File: src/rtl/remap_pkg.sv
package remap_pkg;
    localparam int MODE_W = 3;
    localparam int NREG   = 6;
    localparam int NBANK  = 2;
    localparam int SWAP_BIT = 8;

    localparam int REG_BANK1 = 0;
    localparam int REG_BANK2 = 1;
    localparam int REG_SYS   = 2;
    localparam int REG_EXTM  = 3;
    localparam int REG_SRAM  = 4;
    localparam int REG_QSPI  = 5;

    localparam logic [MODE_W-1:0] MODE_MAIN = 3'd0;
    localparam logic [MODE_W-1:0] MODE_SYS  = 3'd1;
    localparam logic [MODE_W-1:0] MODE_EXTM = 3'd2;
    localparam logic [MODE_W-1:0] MODE_SRAM = 3'd3;
    localparam logic [MODE_W-1:0] MODE_QSPI = 3'd4;

    typedef struct packed {
        logic              swap;
        logic [MODE_W-1:0] mode;
    } remap_state_t;
endpackage

File: src/rtl/remap_regfile.sv
module remap_regfile
    import remap_pkg::*;
#(
    parameter int REG_AW = 8,
    parameter int DATA_W = 32
) (
    input  logic                clk,
    input  logic                rst_n,
    input  logic [MODE_W-1:0]   boot_mode_i,
    input  logic                wr_i,
    input  logic [REG_AW-1:0]   addr_i,
    input  logic [DATA_W-1:0]   wdata_i,
    output logic [DATA_W-1:0]   rdata_o,
    output remap_state_t        state_o
);
    remap_state_t st_d, st_q;
    logic         sel_remap;

    assign sel_remap = (addr_i == '0);

    always_comb begin
        st_d = st_q;
        if (!rst_n) begin
            st_d.swap = 1'b0;
            st_d.mode = boot_mode_i;
        end else if (wr_i && sel_remap) begin
            st_d.swap = wdata_i[SWAP_BIT];
            st_d.mode = wdata_i[MODE_W-1:0];
        end
    end

    always_ff @(posedge clk) begin
        st_q <= st_d;
    end

    always_comb begin
        rdata_o = '0;
        if (sel_remap) begin
            rdata_o[SWAP_BIT]     = st_q.swap;
            rdata_o[MODE_W-1:0]   = st_q.mode;
        end
    end

    assign state_o = st_q;
endmodule

File: src/rtl/remap_alias_dec.sv
module remap_alias_dec
    import remap_pkg::*;
#(
    parameter int          ADDR_W      = 32,
    parameter int unsigned BANK_BYTES  = 32'h0004_0000,
    parameter int unsigned ALIAS_SPAN  = 32'h0010_0000,
    parameter int unsigned ALIAS2_BASE = 32'h0008_0000
) (
    input  logic [ADDR_W-1:0] addr_i,
    input  remap_state_t      state_i,
    input  logic              boot_opt_i,
    output logic [NREG-1:0]   sel_o,
    output logic [ADDR_W-1:0] off_o,
    output logic              err_o
);
    localparam logic [ADDR_W-1:0] SPAN   = ADDR_W'(ALIAS_SPAN);
    localparam logic [ADDR_W-1:0] BANK   = ADDR_W'(BANK_BYTES);
    localparam logic [ADDR_W-1:0] A2_LO  = ADDR_W'(ALIAS2_BASE);
    localparam logic [ADDR_W-1:0] A2_HI  = ADDR_W'(ALIAS2_BASE + BANK_BYTES);

    logic [MODE_W-1:0] eff_mode;

    always_comb begin
        sel_o    = '0;
        off_o    = '0;
        err_o    = 1'b0;
        eff_mode = state_i.mode;
        if (eff_mode == MODE_MAIN && boot_opt_i) begin
            eff_mode = MODE_SYS;
        end
        if (addr_i < SPAN) begin
            case (eff_mode)
                MODE_MAIN: begin
                    if (addr_i < BANK) begin
                        sel_o[state_i.swap ? REG_BANK2 : REG_BANK1] = 1'b1;
                        off_o = addr_i;
                    end else if (addr_i >= A2_LO && addr_i < A2_HI) begin
                        sel_o[state_i.swap ? REG_BANK1 : REG_BANK2] = 1'b1;
                        off_o = addr_i - A2_LO;
                    end
                end
                MODE_SYS:  begin sel_o[REG_SYS]  = 1'b1; off_o = addr_i; end
                MODE_EXTM: begin sel_o[REG_EXTM] = 1'b1; off_o = addr_i; end
                MODE_SRAM: begin sel_o[REG_SRAM] = 1'b1; off_o = addr_i; end
                MODE_QSPI: begin sel_o[REG_QSPI] = 1'b1; off_o = addr_i; end
                default:   err_o = 1'b1;
            endcase
        end
    end
endmodule

File: src/rtl/remap_flash_dec.sv
module remap_flash_dec
    import remap_pkg::*;
#(
    parameter int          ADDR_W     = 32,
    parameter int unsigned FLASH_BASE = 32'h0800_0000,
    parameter int unsigned BANK_BYTES = 32'h0004_0000
) (
    input  logic [ADDR_W-1:0] addr_i,
    input  logic              swap_i,
    output logic [NREG-1:0]   sel_o,
    output logic [ADDR_W-1:0] off_o
);
    logic [NBANK-1:0] hit;

    for (genvar g = 0; g < NBANK; g++) begin : g_bank
        localparam logic [ADDR_W-1:0] LO = ADDR_W'(FLASH_BASE + g * BANK_BYTES);
        localparam logic [ADDR_W-1:0] HI = ADDR_W'(FLASH_BASE + (g + 1) * BANK_BYTES);
        assign hit[g] = (addr_i >= LO) && (addr_i < HI);
    end

    always_comb begin
        sel_o = '0;
        off_o = '0;
        for (int b = 0; b < NBANK; b++) begin
            if (hit[b]) begin
                sel_o[REG_BANK1 + (b ^ int'(swap_i))] = 1'b1;
                off_o = addr_i - ADDR_W'(FLASH_BASE + b * BANK_BYTES);
            end
        end
    end
endmodule

File: src/rtl/boot_remap_decoder.sv
module boot_remap_decoder
    import remap_pkg::*;
#(
    parameter int          ADDR_W      = 32,
    parameter int          DATA_W      = 32,
    parameter int          REG_AW      = 8,
    parameter int unsigned FLASH_BASE  = 32'h0800_0000,
    parameter int unsigned BANK_BYTES  = 32'h0004_0000,
    parameter int unsigned ALIAS_SPAN  = 32'h0010_0000,
    parameter int unsigned ALIAS2_BASE = 32'h0008_0000
) (
    input  logic                clk,
    input  logic                rst_n,
    input  logic [2:0]          boot_mode_i,
    input  logic                boot_swap_opt_i,
    input  logic                reg_wr_i,
    input  logic [REG_AW-1:0]   reg_addr_i,
    input  logic [DATA_W-1:0]   reg_wdata_i,
    output logic [DATA_W-1:0]   reg_rdata_o,
    input  logic [ADDR_W-1:0]   cpu_addr_i,
    output logic [5:0]          region_sel_o,
    output logic [ADDR_W-1:0]   region_off_o,
    output logic                dec_err_o
);
    remap_state_t      state;
    logic [NREG-1:0]   a_sel, f_sel;
    logic [ADDR_W-1:0] a_off, f_off;
    logic              a_err;

    remap_regfile #(.REG_AW(REG_AW), .DATA_W(DATA_W)) u_regs (
        .clk        (clk),
        .rst_n      (rst_n),
        .boot_mode_i(boot_mode_i),
        .wr_i       (reg_wr_i),
        .addr_i     (reg_addr_i),
        .wdata_i    (reg_wdata_i),
        .rdata_o    (reg_rdata_o),
        .state_o    (state)
    );

    remap_alias_dec #(
        .ADDR_W(ADDR_W), .BANK_BYTES(BANK_BYTES),
        .ALIAS_SPAN(ALIAS_SPAN), .ALIAS2_BASE(ALIAS2_BASE)
    ) u_alias (
        .addr_i    (cpu_addr_i),
        .state_i   (state),
        .boot_opt_i(boot_swap_opt_i),
        .sel_o     (a_sel),
        .off_o     (a_off),
        .err_o     (a_err)
    );

    remap_flash_dec #(
        .ADDR_W(ADDR_W), .FLASH_BASE(FLASH_BASE), .BANK_BYTES(BANK_BYTES)
    ) u_flash (
        .addr_i(cpu_addr_i),
        .swap_i(state.swap),
        .sel_o (f_sel),
        .off_o (f_off)
    );

    assign region_sel_o = a_sel | f_sel;
    assign region_off_o = a_off | f_off;
    assign dec_err_o    = a_err;
endmodule

File: config.mk
export PLATFORM = sky130hd
export DESIGN_NAME = boot_remap_decoder
export DESIGN_NICKNAME = d
export VERILOG_FILES = /design/src/rtl/remap_pkg.sv /design/src/rtl/remap_regfile.sv /design/src/rtl/remap_alias_dec.sv /design/src/rtl/remap_flash_dec.sv /design/src/rtl/boot_remap_decoder.sv
export SDC_FILE = /design/constraint.sdc
export NUM_CORES = 1
export LEC_CHECK = 0
export ABC_AREA = 1
export CAP_MARGIN = 25
export CORE_UTILIZATION = 33
export CTS_CLUSTER_SIZE = 10
export DETAILED_ROUTE_END_ITERATION = 8
export GPL_TIMING_DRIVEN = 0
export PLACE_DENSITY = 0.93
export SLEW_MARGIN = 30
export SYNTH_ARGS = -nofsm -noshare
export SYNTH_HDL_FRONTEND = slang
export SYNTH_SLANG_ARGS = --single-unit
File: constraint.sdc
create_clock -name clk -period 3.3 [get_ports clk]
set_clock_uncertainty 0.05 [all_clocks]
set_input_delay 0.66 -clock clk [delete_from_list [all_inputs] [get_ports clk]]
set_output_delay 0.66 -clock clk [all_outputs]
set_load 0.03 [all_outputs]
### Yosys cells after proc, flatten, opt, wreduce, memory -nomap -nowiden

Index checks and enable logic that the tools add are counted.

| cells by class | value |
|---|---|
| $add $sub $neg | 3 |
| $lt $le $gt $ge | 16 |
| equality and inequality tests | 5 |
| multiplexer cells | 33 |
| bitwise logic cells | 4 |
| reductions and logical operators | 14 |

Operator list:

| kind | number |
|---|---|
| $mux 32 | 5 |
| $ge 32x1->1 const B | 2 |
| $ge 32x28->1 const B | 2 |
| $lt 32x28->1 const B | 2 |
| $lt 32x5->1 const B | 2 |
| $pmux 32 s2 | 1 |
| $sub 32x28->32 const B | 2 |
| $ge 32x20->1 const B | 1 |
| $lt 32x19->1 const B | 1 |
| $lt 32x20->1 const B | 1 |
| $lt 32x21->1 const B | 1 |
| $or 32x32->32 | 1 |
| $sub 32x20->32 const B | 1 |
| $mux 6 | 4 |
| $mux 3 | 4 |
| $logic_and 1x1->1 | 9 |
| $mux 1 | 9 |
| $logic_not 8->1 | 1 |
| $lt 1x4->1 const B | 2 |
| $pmux 1 s2 | 4 |
| $demux 1 s3 | 2 |
| $eq 3x2->1 const B | 2 |
| $logic_not 3->1 | 2 |
| $or 6x2->6 | 1 |
| 10 further kinds | 13 |

| storage, ports and cells | value |
|---|---|
| register bits | 4 |
| bits of input ports | 79 |
| output and inout bits | 71 |
| word-level logic and storage cells | 77 |

### Depth between registers and ports, before layout

Gate-level depths: netlist of run 1.

| depth | value |
|---|---|
| word-level depth | 10 |
| depth in mapped cells | 12 |
| mapped depth without buffers | 12 |

### Modules after synthesis

A second synthesis of run 1 with hierarchy kept.

| unflattened totals | value |
|---|---|
| cell total of the unflattened synthesis | 520 |
| area, all modules | 2650.0 um2 |

By module, submodules not included:

| module | times used | cells each | area each (um2) |
|---|---|---|---|
| remap_flash_dec | 1 | 172 | 930.9 |
| remap_alias_dec | 1 | 175 | 833.3 |
| remap_regfile | 1 | 59 | 457.9 |
| boot_remap_decoder | 1 | 114 | 427.9 |

### Worst setup path after synthesis of run 1

Ideal clock, no wire load.

| path | value |
|---|---|
| path type | input-to-output |
| start | input port cpu_addr_i[19] |
| end | output port region_off_o[0] |
| arrival time | 2.405 ns |
| required time | 2.590 ns |
| path slack | 0.185 ns |
| stages on the path | 10 |
| path buffers | 0 |
| cell sequence | inv_1 > ha_1 > inv_1 > nor2_2 > inv_2 > nor2_2 > nand3_2 > nand3_2 > nand2_4 > a21boi_0 |

| between the ends | value |
|---|---|
| longest elaborated chain between the ends | 7 |

RTL lines:

| item | RTL line | RTL |
|---|---|---|
| start: declaration | boot_remap_decoder.sv:20 | `input logic [ADDR_W-1:0] cpu_addr_i,` |
| $ge 32x20->1 / $lt 32x20->1 (equally long branches) | remap_alias_dec.sv:37 | `end else if (addr_i >= A2_LO && addr_i < A2_HI) begin` |
| $logic_and 1x1->1 | remap_alias_dec.sv:37 |  |
| $mux 32 | remap_alias_dec.sv:37 |  |
| $mux 32 | remap_alias_dec.sv:34 | `if (addr_i < BANK) begin` |
| $pmux 32 s2 | remap_alias_dec.sv:32 | `case (eff_mode)` |
| $mux 32 | remap_alias_dec.sv:31 | `if (addr_i < SPAN) begin` |
| $or 32x32->32 (*) | boot_remap_decoder.sv:63 | `assign region_off_o = a_off \| f_off;` |
| end: declaration | boot_remap_decoder.sv:22 | `output logic [ADDR_W-1:0] region_off_o,` |

Every way passes the cells marked *; elsewhere a longest branch is shown, timed or not.

### Worst setup path after layout of run 1

| path | value |
|---|---|
| start | input port cpu_addr_i[24] |
| end | output port region_off_o[15] |

Same word-level chain as after synthesis.

==> flow_summary.toml, run 1 <==
[pwr]
peakVddDrop_uv = 161
p_sw_share_pct = 36.8
comb_power_share_pct = 56.0
p_clk_share_pct = 27.9
finalPower_mw = 0.387
power.internal_mw = 0.244
switchingPower_mw = 0.142
power_density_nw_per_um2 = 138
seqPwrFrac_pct = 16.1
leakage_nw = 1.52

[grt]
first_global_vias = 1855
grt_usage_pct = 18.9
grt_most_used_layer = "met2"
globalRouteOverflowTotal = 0
grt_pass1_wl_mm = 7.89
grt_max_degree = 11
grt_util_met2_pct = 36.5
met1_usage_pct = 21.0
grtUsageMet3_pct = 3.56
antenna_found_initial = 0

[place]
io_buffers = 92
place_inst = 424
place.gp.congestion = 0.916
hpwl_mm = 4.05

[logic_synthesis]
ys_seq_area_share_pct = 7.02
ys_warn_count = 0
synth_area_leader_cell = "nand2_1"
synth_edf_count = 3
synthTopCellsByArea = "nand2_1 (15%), buf_4 (13%), nor2_1 (8.9%), ha_1 (8.0%), a21boi_2 (7.2%)"
synth_area_um2 = 1570
synth_seq_cells = 4
netlist_instances = 253
ys.flop_type = "edfxtp_1"
ys_types = 31
synth_top_area_share_pct = 14.8
ys_async_sr_fraction_pct = 0
syn_area_per_cell_um2 = 6.20

[cts]
cts_buffers = 3
cts_sinks = 4
cts_tree = "done"
cts.reportedPaths.clkPinSlew_ps = 30
clock_latency_ps = 210
root_buffer = "clkbuf_8"
cts.htree.levels = 1
clockBufferDepth = 2

[cells_and_area]
drive_gt1_share_pct = 35.2
final_cells = 438
largest_register_ffs = 4
area_delta_synth_final_pct = 78.5
diodes = 0
final_nets = 476
fill_cells = 418
multi_input_area_um2 = 1310
seq_area_um2 = 110

[route]
drc = 7
wirelength_mm = 5.11
ant_nets = 0
num_vias = 1999
drtIter0Drc = 136
via_per_inst = 4.56
firstDrtPassIters = 7
wire_per_inst_um = 11.7

[worst_hold_path]
hold_path.class = "register to register"
min_from = "u_regs.state_o[3]"

[critical_path]
cp_data_arrival_time_ps = 2520
start_kind = "input pin"
worst_path_max_delay_cell = "clkdlybuf4s50_1"
timing.critical_path.required_ps = 2590
crit_path_max_fanout = 10
worstSetupStartpoint = "cpu_addr_i[24]"
crit_top_cell = "nor2_4"
cp_cell_sequence = "clkdlybuf4s50_1, nor2_4, nand2_2, nor2_1, nand2_1, o21ai_2, nand2_4, inv_4, nor2_4, clkbuf_16, a21boi_2, buf_4"
critPathKind = "input pin to primary output"
cp_slowest_stage_delay_ps = 450
r2r-start = "u_regs.state_o[3]"
setup.worst_path.end_class = "primary output"

[floorplan]
num_rows = 24
core_area_um2 = 4470
die_area_um2 = 5030
io_pins = 150
start_util_pct = 35.1
die_h_um = 71.0
die-width_um = 71.0

[outcome]
violations = "DRC"
outcome = "finished with violations"

[sta]
min_period_ps = 3230
setup_viol = 0
tns_ps = 0
fmax_ghz = 0.309
final.period_utilization_pct = 98.0
hold_viol_final = 0
drv_slew = 0

[job]
maxCapViolations = 0
==> cells by family (layout without fill, tap and decap cells) <==
| group | count (synthesis) | after routing | synth area share (%) |
|---|---|---|---|
| AND/OR/NAND/NOR | 133 | 134 | 39.0 |
| buffers and inverters | 56 | 161 | 21.5 |
| AO/OA/AOI/OAI | 42 | 42 | 20.3 |
| adder cells (fa/ha/maj) | 10 | 10 | 7.97 |
| XOR/XNOR | 7 | 7 | 3.91 |
| flip-flops | 4 | 4 | 7.02 |
| other | 1 | 28 | 0.239 |
==> routing by layer <==
metal / wire [um] / part of all wire, % / vias to the layer above
li1: - / - / 1020
met1: 1890 / 37 / 889
met2: 2800 / 55 / 84
met3: 375 / 7.3 / 6
met4: 43 / 0.84 / 0
met5: 0 / 0 / -
==> Yosys cell counts, types with 2 or more instances <==
cell / instances
nand3_2: 2
xor2_1: 4
nand2_1: 62
nor3_1: 2
nand3_1: 10
buf_6: 3
nor2_1: 37
buf_4: 28
nor2_2: 5
inv_2: 4
o21ai_0: 10
nor2_4: 3
a21oi_1: 7
a21boi_2: 10
o21ai_2: 2
inv_1: 21
edfxtp_1: 3
xnor2_1: 3
a21boi_0: 8
ha_1: 10
nor4_1: 5
nand2_2: 2
nand2_4: 4
==> power by group through the flow <==
stage	Combinational (mW)	Clock, mW	Sequential [mW]
3_5_place_dp	0.204	0	0.0630
6_report	0.217	0.108	0.0624
5_1_grt	0.234	0.111	0.0631
2_1_floorplan	0.126	0	0.0622
3_3_place_gp	0.201	0	0.0628
4_1_cts	0.207	0.110	0.0623
==> critical path: cells and delay by family <==
kind	cells	cell delay, ps
buffers and inverters	4	890
AOI/OAI and AO/OA	2	300
and+or+nand+nor	6	680
==> through the flow <==
stage / setup WS (ps) / hold slack [ps] / cell area, um2 / util, %
detailed placement: -909 / 526 / 2660 / 59.4
global route: -47.0 / 557 / 2800 / 62.6
floorplan: 185 / 470 / 1670 / -
finish: 66.4 / 524 / 2800 / 62.6
global placement: -829 / 507 / 2660 / 59.4
CTS: -80.3 / 530 / 2640 / 58.9
==> worst paths after layout <==
| kind | endpoint | slack (ps) | cells past startpoint |
|---|---|---|---|
| setup reg to reg | u_regs.state_o[3] | 2610 | 2 |
| setup / recovery | region_off_o[15] | 70 | 12 |
| hold reg to reg | u_regs.state_o[3] | 520 | 2 |
| hold / removal | u_regs.state_o[3] | 520 | 2 |
==> layout by cell type (no fill, tap or decap), drive strengths merged <==
master         count
xor2               4
clkdlybuf4s50     44
dlymetal6s2s      10
nand3             12
clkbuf             8
or2                1
clkdlybuf4s15      3
xnor2              3
o22ai              1
nor2              46
a21boi            18
dfxtp              1
o21bai             1
ha                10
nor3               2
o21ai             13
edfxtp             3
a21oi              9
conb              28
inv               25
nand2             68
buf               70
nor4               5
dlygate4sd2        1
==> area by class of cell <==
type / instances / area share, %
tap: 52 / 2.32
timing repair buffer: 101 / 32.6
inverter: 25 / 3.62
clock buffer: 4 / 1.61
buffer: 31 / 9.16
sequential: 4 / 3.93
multi-input combinational: 221 / 46.8
==> repair_timing <==
action	CTS	global route
gates cloned	0	2
resized for setup	194	55
pin swaps	2	10
setup endpoints to repair	37	38
setup buffers	3	5
hold buffers	0	0
(Power assumes the default switching activity.)
==> run 2: changes to the inputs <==
CTS_CLUSTER_DIAMETER = 80   (was default)
GPL_ROUTABILITY_DRIVEN = 1   (was default)
PLACE_DENSITY = 0.87   (was 0.93)
==> run 2 against run 1 <==
The run still ends with DRC left. Power increased by 0.96%. Highest routed layer unchanged. Maximum frequency rose by 0.61%. Clock-buffer cell count stayed put. Sequential share of layout area barely moved. Utilization barely moved. Critical endpoint is now region_off_o[11]. Global-route usage rose by 0.16 points. Die area unchanged. Sequential power hardly changed. Non-clock buffer count grew 1. Combinational power about the same. First-iteration DRC count is 36% lower.
==> flow_summary.toml, run 2 (same netlist as run 1, synthesis figures left out) <==
[outcome]
outcome = "finished with violations"
violations = "DRC"

[critical_path]
critPathKind = "input pin to primary output"
timing.rr.end = "u_regs.state_o[3]"
cp_slowest_stage_delay_ps = 430
r2r-start = "u_regs.state_o[3]"
r2r_slack_ps = 2620
r2r_cells = 2
worst_path_max_delay_cell = "clkdlybuf4s50_1"
cp_data_arrival_time_ps = 2500
cp_cell_sequence = "clkdlybuf4s50_1, nor2_2, nand2_1, nor2_1, nand2_1, o21ai_2, nand2_4, inv_6, nor2_4, buf_4, buf_8, a21boi_2, buf_4"
setup.worst_path.end_class = "primary output"
start_kind = "input pin"
crit_path_max_fanout = 5
timing.critical_path.required_ps = 2590

[floorplan]
num_rows = 24
core_area_um2 = 4470
io_pins = 150
start_util_pct = 35.1
die_h_um = 71.0
die_area_um2 = 5030
die-width_um = 71.0

[sta]
setup_viol = 0
tns_ps = 0
hold_ws_ps = 514
final.period_utilization_pct = 97.4
drv_slew = 0
hold_viol_final = 0
fmax_ghz = 0.311
min_period_ps = 3210

[route]
ant_nets = 0
drc = 8
wire_per_inst_um = 11.6
num_vias = 1993
drtIter0Drc = 87
firstDrtPassIters = 6
via_per_inst = 4.54
wirelength_mm = 5.08

[cells_and_area]
final_common_cell = "nand2_1"
largest_register_ffs = 4
area_delta_synth_final_pct = 78.6
final_nets = 477
drive_gt1_share_pct = 34.4
fill_cells = 399
diodes = 0
utilization_pct = 62.6
final_cell_mix = "nand2_1 (54), buf_4 (48), clkdlybuf4s50_1 (43), nor2_1 (34), conb_1 (28)"

[cts]
root_buffer = "clkbuf_8"
cts_buffers = 3
cts.reportedPaths.clkPinSlew_ps = 30
clock_latency_ps = 220
cts_tree = "done"
cts.htree.levels = 1
clockBufferDepth = 2
cts_sinks = 4

[grt]
antenna_found_initial = 0
first_global_vias = 1839
grt_usage_pct = 19.1
globalRouteOverflowTotal = 0
grt_pass1_wl_mm = 7.95
grt_max_degree = 11

[job]
maxCapViolations = 0

[pwr]
finalPower_mw = 0.391
leakage_nw = 1.51
seqPwrFrac_pct = 16.0
switchingPower_mw = 0.147
power_density_nw_per_um2 = 139
power.internal_mw = 0.244
p_clk_share_pct = 28.7
comb_power_share_pct = 55.3
peakVddDrop_uv = 197
p_sw_share_pct = 37.6

[worst_hold_path]
hold_path.class = "register to register"
hold_depth = 2
holdPathEnd = "u_regs.state_o[3]"
min_from = "u_regs.state_o[3]"

[place]
hpwl_mm = 3.98
io_buffers = 92
place.gp.congestion = 0.889
## run 2: cell count changes in the layout (fill, tap and decap cells not counted), moves of 2 or more
| cell | change |
|---|---|
| buf_4 | +2 |
| dlygate4sd2_1 | +5 |
| dlymetal6s2s_1 | -3 |
| nand2_1 | -2 |
| nor2_1 | +3 |
| nor2_2 | -4 |
## run 2: what timing repair did
item                                   in CTS  in global routing
gates resized for setup                   187                 56
hold buffers                                0                  0
cloned                                      2                  0
setup endpoints to repair                  37                 37
pin swaps                                   6                  7
setup buffers                               5                  4
endpoints found under the hold margin       0                  0
## run 2: metal layers
| metal | part of all wire [%] | wire [um] | GRT usage [%] |
|---|---|---|---|
| met5 | 0 | 0 | 0 |
| met4 | 1.4 | 70 | 3.56 |
| met2 | 52 | 2660 | 36.3 |
| met1 | 36 | 1850 | 22.4 |
| met3 | 9.8 | 498 | 3.28 |
## run 2: worst max path at each step
stage               slack [ps]          endpoint  depth (start not counted)           start
CTS                         -4   region_off_o[8]                         13  cpu_addr_i[20]
finish                      90  region_off_o[11]                         13   cpu_addr_i[1]
global route               -30   region_off_o[7]                         11  cpu_addr_i[26]
global placement          -860  region_off_o[18]                         13  cpu_addr_i[19]
floorplan                  190   region_off_o[0]                         10  cpu_addr_i[19]
detailed placement        -930  region_off_o[23]                         12  cpu_addr_i[19]
## run 2: stage by stage
stage,instances,area [um2],setup WS (ps)
CTS,435,2750,-3.78
global route,439,2800,-32.6
floorplan,280,1670,185
finish,439,2800,86.0
global placement,424,2660,-857
detailed placement,424,2660,-931
## run 2: layout make-up
class	instances	area, um2	area share (%)
Tap cell	52	65.1	2.32
Multi-Input combinational cell	221	1310	46.9
Clock buffer	4	45.0	1.61
Inverter	25	104	3.71
Timing Repair Buffer	102	917	32.7
Buffer	31	248	8.84
Sequential cell	4	110	3.93
## run 2: power by group through the flow
stage,registers [mW],logic [mW],clock network (mW)
3_3_place_gp,0.0628,0.202,0
5_1_grt,0.0632,0.233,0.114
3_5_place_dp,0.0632,0.206,0
4_1_cts,0.0625,0.208,0.112
2_1_floorplan,0.0622,0.126,0
6_report,0.0625,0.216,0.112
## run 2: critical path: cells and delay by family
family,cells,cell delay [ps]
AOI/OAI and AO/OA,2,310
and+or+nand+nor,6,560
buffers and inverters,5,960
